==> config.mk <==
export PLATFORM = sky130hd
export DESIGN_NAME = i2c_mem_target
export DESIGN_NICKNAME = d
export VERILOG_FILES = /design/src/rtl/i2c_tgt_pkg.sv /design/src/rtl/i2c_tgt_sync.sv /design/src/rtl/i2c_tgt_mem.sv /design/src/rtl/i2c_mem_target.sv
export SDC_FILE = /design/constraint.sdc
export NUM_CORES = 2
export LEC_CHECK = 0
export BUFFER_PORTS_ARGS = -buffer_cell sky130_fd_sc_hd__buf_2
export CAP_MARGIN = 0
export CORE_MARGIN = 4
export CORE_UTILIZATION = 30
export CTS_CLUSTER_DIAMETER = 60
export DETAILED_ROUTE_END_ITERATION = 8
export HOLD_SLACK_MARGIN = 0.08
export SLEW_MARGIN = 0
export SYNTH_ARGS = -nofsm -noshare
export SYNTH_HDL_FRONTEND = slang
export SYNTH_SLANG_ARGS = --single-unit
==> constraint.sdc <==
create_clock -name clk -period 7.3 [get_ports clk]
set_input_delay 0.365 -clock clk [delete_from_list [all_inputs] [get_ports clk]]
set_output_delay 0.365 -clock clk [all_outputs]
set_load 0.05 [all_outputs]
==> src/rtl/i2c_tgt_pkg.sv <==
package i2c_tgt_pkg;
    typedef enum logic [3:0] {
        ST_IDLE,
        ST_ADDR,
        ST_ADDR_ACK,
        ST_PTR,
        ST_PTR_ACK,
        ST_WDATA,
        ST_WDATA_ACK,
        ST_RDATA,
        ST_RACK,
        ST_IGNORE
    } tgt_state_t;
endpackage

==> src/rtl/i2c_tgt_sync.sv <==
// Multi-stage synchroniser plus edge detection for a group of bus lines.
module i2c_tgt_sync #(
    parameter int LINES  = 2,
    parameter int STAGES = 2
) (
    input  logic             clk,
    input  logic             rst_n,
    input  logic [LINES-1:0] line_in,
    output logic [LINES-1:0] lvl,
    output logic [LINES-1:0] rise,
    output logic [LINES-1:0] fall
);
    genvar g;
    generate
        for (g = 0; g < LINES; g++) begin : g_line
            logic [STAGES-1:0] chain;
            logic              prev;
            always_ff @(posedge clk or negedge rst_n) begin
                if (!rst_n) begin
                    chain <= '1;
                    prev  <= 1'b1;
                end else begin
                    chain <= {chain[STAGES-2:0], line_in[g]};
                    prev  <= chain[STAGES-1];
                end
            end
            assign lvl[g]  = chain[STAGES-1];
            assign rise[g] = chain[STAGES-1] & ~prev;
            assign fall[g] = ~chain[STAGES-1] & prev;
        end
    endgenerate
endmodule

==> src/rtl/i2c_tgt_mem.sv <==
// Byte array with one write port and a combinational read port.
module i2c_tgt_mem #(
    parameter int AW = 8,
    parameter int DW = 8
) (
    input  logic          clk,
    input  logic          we,
    input  logic [AW-1:0] waddr,
    input  logic [DW-1:0] wdata,
    input  logic [AW-1:0] raddr,
    output logic [DW-1:0] rdata
);
    localparam int DEPTH = 1 << AW;
    logic [DW-1:0] cells [DEPTH];

    always_ff @(posedge clk) begin
        if (we) cells[waddr] <= wdata;
    end
    assign rdata = cells[raddr];
endmodule

==> src/rtl/i2c_mem_target.sv <==
module i2c_mem_target
    import i2c_tgt_pkg::*;
#(
    parameter logic [3:0] DEV_TYPE         = 4'b1010,
    parameter int         WRITE_CYCLE_CLKS = 50000,
    parameter int         SYNC_STAGES      = 2,
    parameter int         PTR_W            = 8
) (
    input  logic       clk,
    input  logic       rst_n,
    input  logic [2:0] strap_addr,
    input  logic       scl_in,
    input  logic       sda_in,
    output logic       sda_oe
);
    localparam int BUSY_W = $clog2(WRITE_CYCLE_CLKS + 1);

    logic [1:0] lvl, rise, fall;
    logic       scl_s, sda_s, scl_rise, scl_fall;
    logic       start_ev, stop_ev;

    i2c_tgt_sync #(.LINES(2), .STAGES(SYNC_STAGES)) u_sync (
        .clk(clk), .rst_n(rst_n), .line_in({sda_in, scl_in}),
        .lvl(lvl), .rise(rise), .fall(fall)
    );
    assign scl_s    = lvl[0];
    assign sda_s    = lvl[1];
    assign scl_rise = rise[0];
    assign scl_fall = fall[0];
    assign start_ev = fall[1] & scl_s;
    assign stop_ev  = rise[1] & scl_s;

    tgt_state_t       state, state_nx;
    logic [7:0]       shreg;
    logic [3:0]       bitcnt;
    logic [PTR_W-1:0] ptr;
    logic             rw_q, wr_pending;
    logic [BUSY_W-1:0] busy_cnt;
    logic             byte_done, addr_hit, mem_we;
    logic [7:0]       mem_rd;

    assign byte_done = scl_fall && (bitcnt == 4'd8);
    assign addr_hit  = (shreg[7:1] == {DEV_TYPE, strap_addr}) && (busy_cnt == '0);
    assign mem_we    = (state == ST_WDATA) && byte_done && !start_ev && !stop_ev;

    i2c_tgt_mem #(.AW(PTR_W), .DW(8)) u_mem (
        .clk(clk), .we(mem_we), .waddr(ptr), .wdata(shreg),
        .raddr(ptr), .rdata(mem_rd)
    );

    always_comb begin
        state_nx = state;
        if (start_ev) begin
            state_nx = ST_ADDR;
        end else if (stop_ev) begin
            state_nx = ST_IDLE;
        end else begin
            unique case (state)
                ST_IDLE, ST_IGNORE: state_nx = state;
                ST_ADDR:      if (byte_done) state_nx = addr_hit ? ST_ADDR_ACK : ST_IGNORE;
                ST_ADDR_ACK:  if (scl_fall) state_nx = rw_q ? ST_RDATA : ST_PTR;
                ST_PTR:       if (byte_done) state_nx = ST_PTR_ACK;
                ST_PTR_ACK:   if (scl_fall) state_nx = ST_WDATA;
                ST_WDATA:     if (byte_done) state_nx = ST_WDATA_ACK;
                ST_WDATA_ACK: if (scl_fall) state_nx = ST_WDATA;
                ST_RDATA:     if (byte_done) state_nx = ST_RACK;
                ST_RACK: begin
                    if (scl_rise && sda_s) state_nx = ST_IGNORE;
                    else if (scl_fall)     state_nx = ST_RDATA;
                end
                default: state_nx = ST_IDLE;
            endcase
        end
    end

    always_ff @(posedge clk or negedge rst_n) begin
        if (!rst_n) state <= ST_IDLE;
        else        state <= state_nx;
    end

    always_ff @(posedge clk or negedge rst_n) begin
        if (!rst_n) begin
            busy_cnt   <= '0;
            wr_pending <= 1'b0;
        end else if (stop_ev && wr_pending) begin
            busy_cnt   <= BUSY_W'(WRITE_CYCLE_CLKS);
            wr_pending <= 1'b0;
        end else begin
            if (busy_cnt != '0) busy_cnt <= busy_cnt - 1'b1;
            if (mem_we)         wr_pending <= 1'b1;
        end
    end

    always_ff @(posedge clk or negedge rst_n) begin
        if (!rst_n) begin
            shreg  <= '0;
            bitcnt <= '0;
            ptr    <= '0;
            rw_q   <= 1'b0;
            sda_oe <= 1'b0;
        end else if (start_ev || stop_ev) begin
            bitcnt <= '0;
            sda_oe <= 1'b0;
        end else begin
            unique case (state)
                ST_ADDR, ST_PTR, ST_WDATA: begin
                    if (scl_rise) begin
                        shreg  <= {shreg[6:0], sda_s};
                        bitcnt <= bitcnt + 1'b1;
                    end else if (byte_done) begin
                        bitcnt <= '0;
                        if (state == ST_ADDR) begin
                            rw_q   <= shreg[0];
                            sda_oe <= addr_hit;
                        end else begin
                            sda_oe <= 1'b1;
                            if (state == ST_PTR) ptr <= shreg;
                            else                 ptr <= ptr + 1'b1;
                        end
                    end
                end
                ST_ADDR_ACK: begin
                    if (scl_fall) begin
                        if (rw_q) begin
                            shreg  <= mem_rd;
                            sda_oe <= ~mem_rd[7];
                        end else begin
                            sda_oe <= 1'b0;
                        end
                    end
                end
                ST_PTR_ACK, ST_WDATA_ACK: begin
                    if (scl_fall) sda_oe <= 1'b0;
                end
                ST_RDATA: begin
                    if (scl_rise) begin
                        bitcnt <= bitcnt + 1'b1;
                    end else if (byte_done) begin
                        bitcnt <= '0;
                        sda_oe <= 1'b0;
                        ptr    <= ptr + 1'b1;
                    end else if (scl_fall) begin
                        shreg  <= {shreg[6:0], 1'b0};
                        sda_oe <= ~shreg[6];
                    end
                end
                ST_RACK: begin
                    if (scl_fall) begin
                        shreg  <= mem_rd;
                        sda_oe <= ~mem_rd[7];
                    end
                end
                ST_IDLE, ST_IGNORE: sda_oe <= 1'b0;
                default: sda_oe <= 1'b0;
            endcase
        end
    end
endmodule

-- After elaboration in Yosys (flattened, before gate mapping)
Memories as Yosys holds them, arrays and structs flattened.
Index checks and enable logic that the tools add are counted.
W data, S select, Z words.
- flip-flop bits (word level): 49
- RAM bits: 2048
- bits of input ports: 7
- output and inout port bits: 1
- logic and storage cells: 146
- memories: 1
- add/sub/neg operators: 3
- eq/ne operators: 37
- mux-type cells: 50
- bitwise operators: 14
- reduce and logical (&&, ||, !) cells: 29
- memory list (name ; words ; bits a word ; rd ports ; clocked after Yosys merged registers in ; write ports ; line ; RTL):
    u_mem.cells ; 256 ; 8 ; 1 ; 0 ; 1 ; i2c_tgt_mem.sv:14 ; logic [DW-1:0] cells [DEPTH];
- operators with widths (operator ; count):
    $mux W8 ; 13
    $mux W4 ; 15
    $mux W16 ; 2
    $pmux W4 S8 ; 1
    $pmux W8 S4 ; 1
    $ne A4 B4 Y1 const B ; 6
    $ne A2 B2 Y1 const B ; 11
    $ne A3 B3 Y1 const B ; 6
    $eq A4 B3 Y1 const B ; 4
    $logic_not A16 Y1 ; 1
    $pmux W8 S2 ; 1
    $reduce_bool A16 Y1 ; 1
    $sub A16 B1 Y16 const B ; 1
    $mux W1 ; 15
    $reduce_and A7 Y1 ; 2
    $eq A4 B4 Y1 const B ; 3
    $reduce_and A9 Y1 ; 1
    $add A8 B1 Y8 const B ; 1
    $eq A4 B2 Y1 const B ; 2
    $not A1 Y1 ; 8
    $reduce_and A8 Y1 ; 1
    $reduce_bool A2 Y1 ; 4
    $eq A7 B7 Y1 ; 1
    $logic_and A1 B1 Y1 ; 7
    other kinds (18) ; 25

-- Longest topological paths before layout
- depth after elaboration: 8
- depth in mapped cells: 13
- depth with buffers taken out: 10

-- By module
From an unflattened synthesis, not the netlist that was laid out.
- cells, all modules: 4033
- area, all modules: 82270.2 µm²
- by module, submodules not included (module ; times used ; cells an instance ; area each (µm²) ; sequential area each (µm²)):
    i2c_tgt_mem ; 1 ; 3725 ; 79396.1 ; 61499.0
    i2c_mem_target ; 1 ; 296 ; 2666.3 ; 1076.0
    i2c_tgt_sync ; 1 ; 12 ; 207.7 ; 157.7

-- Least setup slack after synthesis
No wires, ideal clock.
- path type: register to register
- start point: register shreg[5]
- end point: register state[3]
- library setup time: 164 ps
- arrival: 4974 ps
- required time: 7136 ps
- slack: 2162 ps
- cell stages (with the launch flop): 8
- path buffers: 0
- clock period less this slack: 5138 ps
- path through: dfrtp_1 > inv_1 > or4_1 > nor4_1 > a41o_1 > a21boi_0 > o32a_1 > a211oi_1
- word-level cells in the longest chain between the ends: 7
- RTL lines (element ; line ; RTL):
    start, declared ; i2c_mem_target.sv:34 ; logic [7:0] shreg;
    start signal, assigned ; i2c_mem_target.sv:108 ; shreg <= {shreg[6:0], sda_s};
    start signal, assigned ; i2c_mem_target.sv:125 ; shreg <= mem_rd;
    start signal, assigned ; i2c_mem_target.sv:143 ; shreg <= {shreg[6:0], 1'b0};
    $eq A7 B7 Y1 ; i2c_mem_target.sv:43 ; assign addr_hit = (shreg[7:1] == {DEV_TYPE, strap_addr}) && (busy_cnt == '0);
    $logic_and A1 B1 Y1 ; i2c_mem_target.sv:43 ;
    $mux W4 (2 in a row) ; i2c_mem_target.sv:60 ; ST_ADDR: if (byte_done) state_nx = addr_hit ? ST_ADDR_ACK : ST_IGNORE;
    $pmux W4 S8 ; i2c_mem_target.sv:58 ; unique case (state)
    $mux W4 ; i2c_mem_target.sv:55 ; end else if (stop_ev) begin
    $mux W4 ; i2c_mem_target.sv:53 ; if (start_ev) begin
    end signal, assigned ; i2c_mem_target.sv:78 ; else state <= state_nx;
    end, declared ; i2c_mem_target.sv:33 ; tgt_state_t state, state_nx;
No other way between the ends. The select of a mux whose other input is x is not followed.
A chain may end at the register's enable or synchronous reset.

-- Worst setup path after layout
- start point: register bitcnt[0]
- end point: memory u_mem.cells[85][5], enable pin
- word-level cells in the longest chain between the ends: 7
- RTL lines (element ; line ; RTL):
    start, declared ; i2c_mem_target.sv:35 ; logic [3:0] bitcnt;
    start signal, assigned ; i2c_mem_target.sv:109 ; bitcnt <= bitcnt + 1'b1;
    start signal, assigned ; i2c_mem_target.sv:137 ; bitcnt <= bitcnt + 1'b1;
    $eq A4 B4 Y1 ; i2c_mem_target.sv:42 ; assign byte_done = scl_fall && (bitcnt == 4'd8);
    $logic_and A1 B1 Y1 ; i2c_mem_target.sv:42 ;
    $logic_and A1 B1 Y1 (3 in a row) ; i2c_mem_target.sv:44 ; assign mem_we = (state == ST_WDATA) && byte_done && !start_ev && !stop_ev;
    $mux W1 ; i2c_tgt_mem.sv:17 ; if (we) cells[waddr] <= wdata;
    $mux W1 (not written as such) ; i2c_tgt_mem.sv:17 ;
    end, declared ; i2c_tgt_mem.sv:14 ;
No other way between the ends.

==> qor.yml <==
run_status:
  status: "complete, but fails checks"
  failed_checks: "capacitance limit, slew limit"
synth:
  syn_inst: 3892
  async_reset_ff_frac: 0.02337
  synth_edf_count: 2048
  yosysSeqAreaShare: 0.7626
  ys.flop_type: "edfxtp_1"
  avgSynthCellArea_um2: 21.14
  synth_nets: 3907
  synthDistinctLibCells: 79
  syn-cell-area_um2: 82260
  ys_ff_latch: 2097
  synth_warnings: 0
drt:
  wl_um: 218800
  firstDrtPassIters: 8
  m1WireLength_um: 90030
  drc: 0
  wl_per_cell_um: 28.34
  first_iter_violations: 5615
  ant_nets: 0
  num_vias: 40810
  wl_met3_um: 21250
  route.met2.wl_um: 99580
  via_per_inst: 5.284
  highest_layer: "met5"
timing:
  slew_violations: 11
  setup_tns_ns: 0
  fmax_mhz: 195.6
  finalCritPeriodShare: 0.7004
  period_minus_slack_ns: 5.113
  rsz0062_at_grt: "no"
  skew_ns: 0.08802
  maxSlewHeadroom: -0.04657
  worstMarginPinSlew_ns: 1.567
  finalSetupViolCount: 0
  hold_violations: 0
placement:
  gp_congestion: 0.8717
  place_hpwl_um: 128700
  place_area_um2: 86400
  portBuffers: 7
final_layout:
  final_util: 0.3434
  design_area_um2: 93400
  drive_gt1_frac: 0.2392
  multiInputGateArea_um2: 18270
  fillers: 25050
  nets: 3987
  area_growth_pct: 13.54
  seqCellArea_um2: 62780
worst_hold_path:
  min_path_type: "in -> reg"
critical_path:
  crit_path_frequent_cell: "nor2_1"
  crit_path_end_kind: "register"
  cp_slowest_cell: "nor2_1"
  arrival_ns: 5.58
  setup.worst_path.start_class: "register"
  worst-setup-path-type: "reg -> reg"
  critPathMaxStageDelay_ns: 1.19
  cp_cell_sequence: "inv_1 > ha_1 > nand3b_1 > nor2_1 > nand4_1 > nor2_1 > nand2_1 > nor2_1"
  critical_path.top_delay_family: "simple AND/OR/NAND/NOR gates"
  worst_ep_required_time_ns: 7.77
  crit_fanout: 16
  timing.critical_path.buf_inv: 1
cts:
  clk_pin_slew_worst_paths_ns: 0.06
  cts_buffers: 210
  cts_max_level: 4
  cts_tree: "yes"
  clkLatencyLatePin_ns: 0.88
  cts_root_buffer: "clkbuf_16"
  clk_path_buf_depth: 3
  clock_sinks: 2097
global_route:
  grt_remaining_overflow: 0
  antenna_found_initial: 5
  grt_pass1_vias: 40620
  grt_max_degree: 195
  grt_use_total: 0.1511
  grt_pass1_wl_um: 312300
pwr:
  pwr-share-clk: 0.384
  seqPwrFrac: 0.544
  leakagePower_uw: 0.02740
  p_sw_frac: 0.2455
  p_switching_uw: 6900
  p_per_area_nw_per_um2: 300.9
  p_int_uw: 21200
  p_comb_frac: 0.072
  ir_worst_vdd_mv: 0.2863
floorplan:
  start_util: 0.3025
  rows: 191
  die_x_um: 531.7
  ios: 8
  core_area_um2: 272000
  die_h_um: 531.7
  die_area_um2: 282700
run:
  maxCapViolations: 1
layer usage:
layer,GRT usage,vias to the layer above
met1,0.2131,21880
met3,0.03721,403
met2,0.2283,2189
met4,0.05217,6
met5,0,-
li1,-,16330
what timing repair did:
action | 4_1_cts | 5_1_grt
resized for setup | 0 | 0
hold endpoints to repair | 51 | 0
hold buffers | 3 | 0
setup buffers | 0 | 0
final cells by class:
| cell class | instances | share of cell area |
|---|---|---|
| repair buffers | 91 | 0.008948 |
| multi-input cells | 1552 | 0.1956 |
| clock buffers | 261 | 0.05895 |
| flip-flops and latches | 2097 | 0.6721 |
| inverters | 20 | 0.0008037 |
| well taps | 3570 | 0.04782 |
| clock inverters | 127 | 0.01559 |
| diodes | 5 | 0.0001340 |
cell usage in the layout (no fill, tap or decap), drive strengths merged, types with 9 or more instances in the layout:
cell type | synthesis | final
nor2b | 13 | 13
nand2b | 9 | 9
a22oi | 54 | 54
nand3 | 33 | 33
nor2 | 329 | 329
inv | 19 | 29
mux4 | 543 | 543
clkinv | 1 | 88
edfxtp | 2048 | 2048
buf | 153 | 88
clkbuf | 70 | 261
dfrtp | 43 | 43
clkinvlp | 0 | 11
nand2 | 118 | 118
a221oi | 14 | 14
a21oi | 49 | 49
mux2i | 148 | 148
xor2 | 9 | 9
o22ai | 26 | 26
nor3 | 27 | 27
a211oi | 17 | 17
o21ai | 38 | 38
bufinv | 0 | 19
metrics by stage:
stage / worst slack (ns) / std cells / hold slack (ns) / power, uW
after global routing: 2.114 / 7719 / 0.1526 / 28990
after global placement: 2.426 / 7327 / 0.3496 / 17550
final: 2.187 / 7723 / 0.1802 / 28100
after CTS: 2.435 / 7718 / 0.1196 / 28300
after detailed placement: 2.426 / 7327 / 0.3539 / 17620
after floorplan: 2.162 / 3892 / 0.06941 / 16570
power by group through the flow:
| stage | clock, uW | combinational (uW) | sequential [uW] |
|---|---|---|---|
| 6_report | 10800 | 2030 | 15300 |
| 5_1_grt | 11500 | 2200 | 15300 |
| 4_1_cts | 10900 | 2080 | 15300 |
| 3_5_place_dp | 0 | 2100 | 15500 |
| 3_3_place_gp | 0 | 2040 | 15500 |
| 2_1_floorplan | 0 | 315 | 16300 |
kinds of logic (layout without fill, tap and decap cells):
group                      after synthesis  after routing  synth area share
AOI/OAI and AO/OA                      258            258           0.02164
xor gates and xnor gates                15             15          0.001597
adders and majority gates                8              8          0.001217
buffers and inverters                  243            499           0.01589
DFF                                   2097           2097            0.7626
muxes                                  698            698            0.1676
other                                    0              5                 0
and+or+nand+nor                        573            573           0.02943
flip-flops by register name, summed over array words and instances, names as in the netlist:
signal	flops
bitcnt	4
busy_cnt	16
ptr	8
rw_q	1
sda_oe	1
shreg	8
state	4
u_mem.cells	2048
u_sync.g_line.chain	4
u_sync.g_line.prev	2
wr_pending	1
final timing paths:
| kind | startpoint | endpoint | slack [ns] | cells after the start |
|---|---|---|---|---|
| setup / recovery | bitcnt[0]$_DFFE_PN0P_ | u_mem.cells[85][5]$_DFFE_PP_ | 2.19 | 8 |
| hold / removal | scl_in | u_sync.g_line[0].chain[0]$_DFF_PN1_ | 0.18 | 2 |
| setup reg to reg | bitcnt[0]$_DFFE_PN0P_ | u_mem.cells[85][5]$_DFFE_PP_ | 2.19 | 8 |
| hold reg to reg | u_sync.g_line[1].chain[0]$_DFF_PN1_ | u_sync.g_line[1].chain[1]$_DFF_PN1_ | 0.36 | 0 |
| max in group asynchronous | rst_n | shreg[5]$_DFFE_PN0P_ | 6.51 | 3 |
| min in group asynchronous | rst_n | busy_cnt[10]$_DFFE_PN0P_ | 0.19 | 3 |
cell usage after synthesis, drive strengths merged, types with 9 or more instances:
| library cell | count | share of area |
|---|---|---|
| nand3 | 33 | 0.0020 |
| nor3 | 27 | 0.0017 |
| a211oi | 17 | 0.0018 |
| a22oi | 54 | 0.0049 |
| a21oi | 49 | 0.0030 |
| nand2b | 9 | 0.00068 |
| edfxtp | 2048 | 0.75 |
| clkbuf | 70 | 0.0032 |
| mux2i | 148 | 0.018 |
| inv | 19 | 0.00087 |
| nor2b | 13 | 0.00099 |
| buf | 153 | 0.012 |
| a221oi | 14 | 0.0015 |
| o21ai | 38 | 0.0023 |
| nor2 | 329 | 0.015 |
| nand2 | 118 | 0.0054 |
| mux4 | 543 | 0.15 |
| xor2 | 9 | 0.00096 |
| dfrtp | 43 | 0.013 |
| o22ai | 26 | 0.0020 |
(Power assumes the default switching activity.)
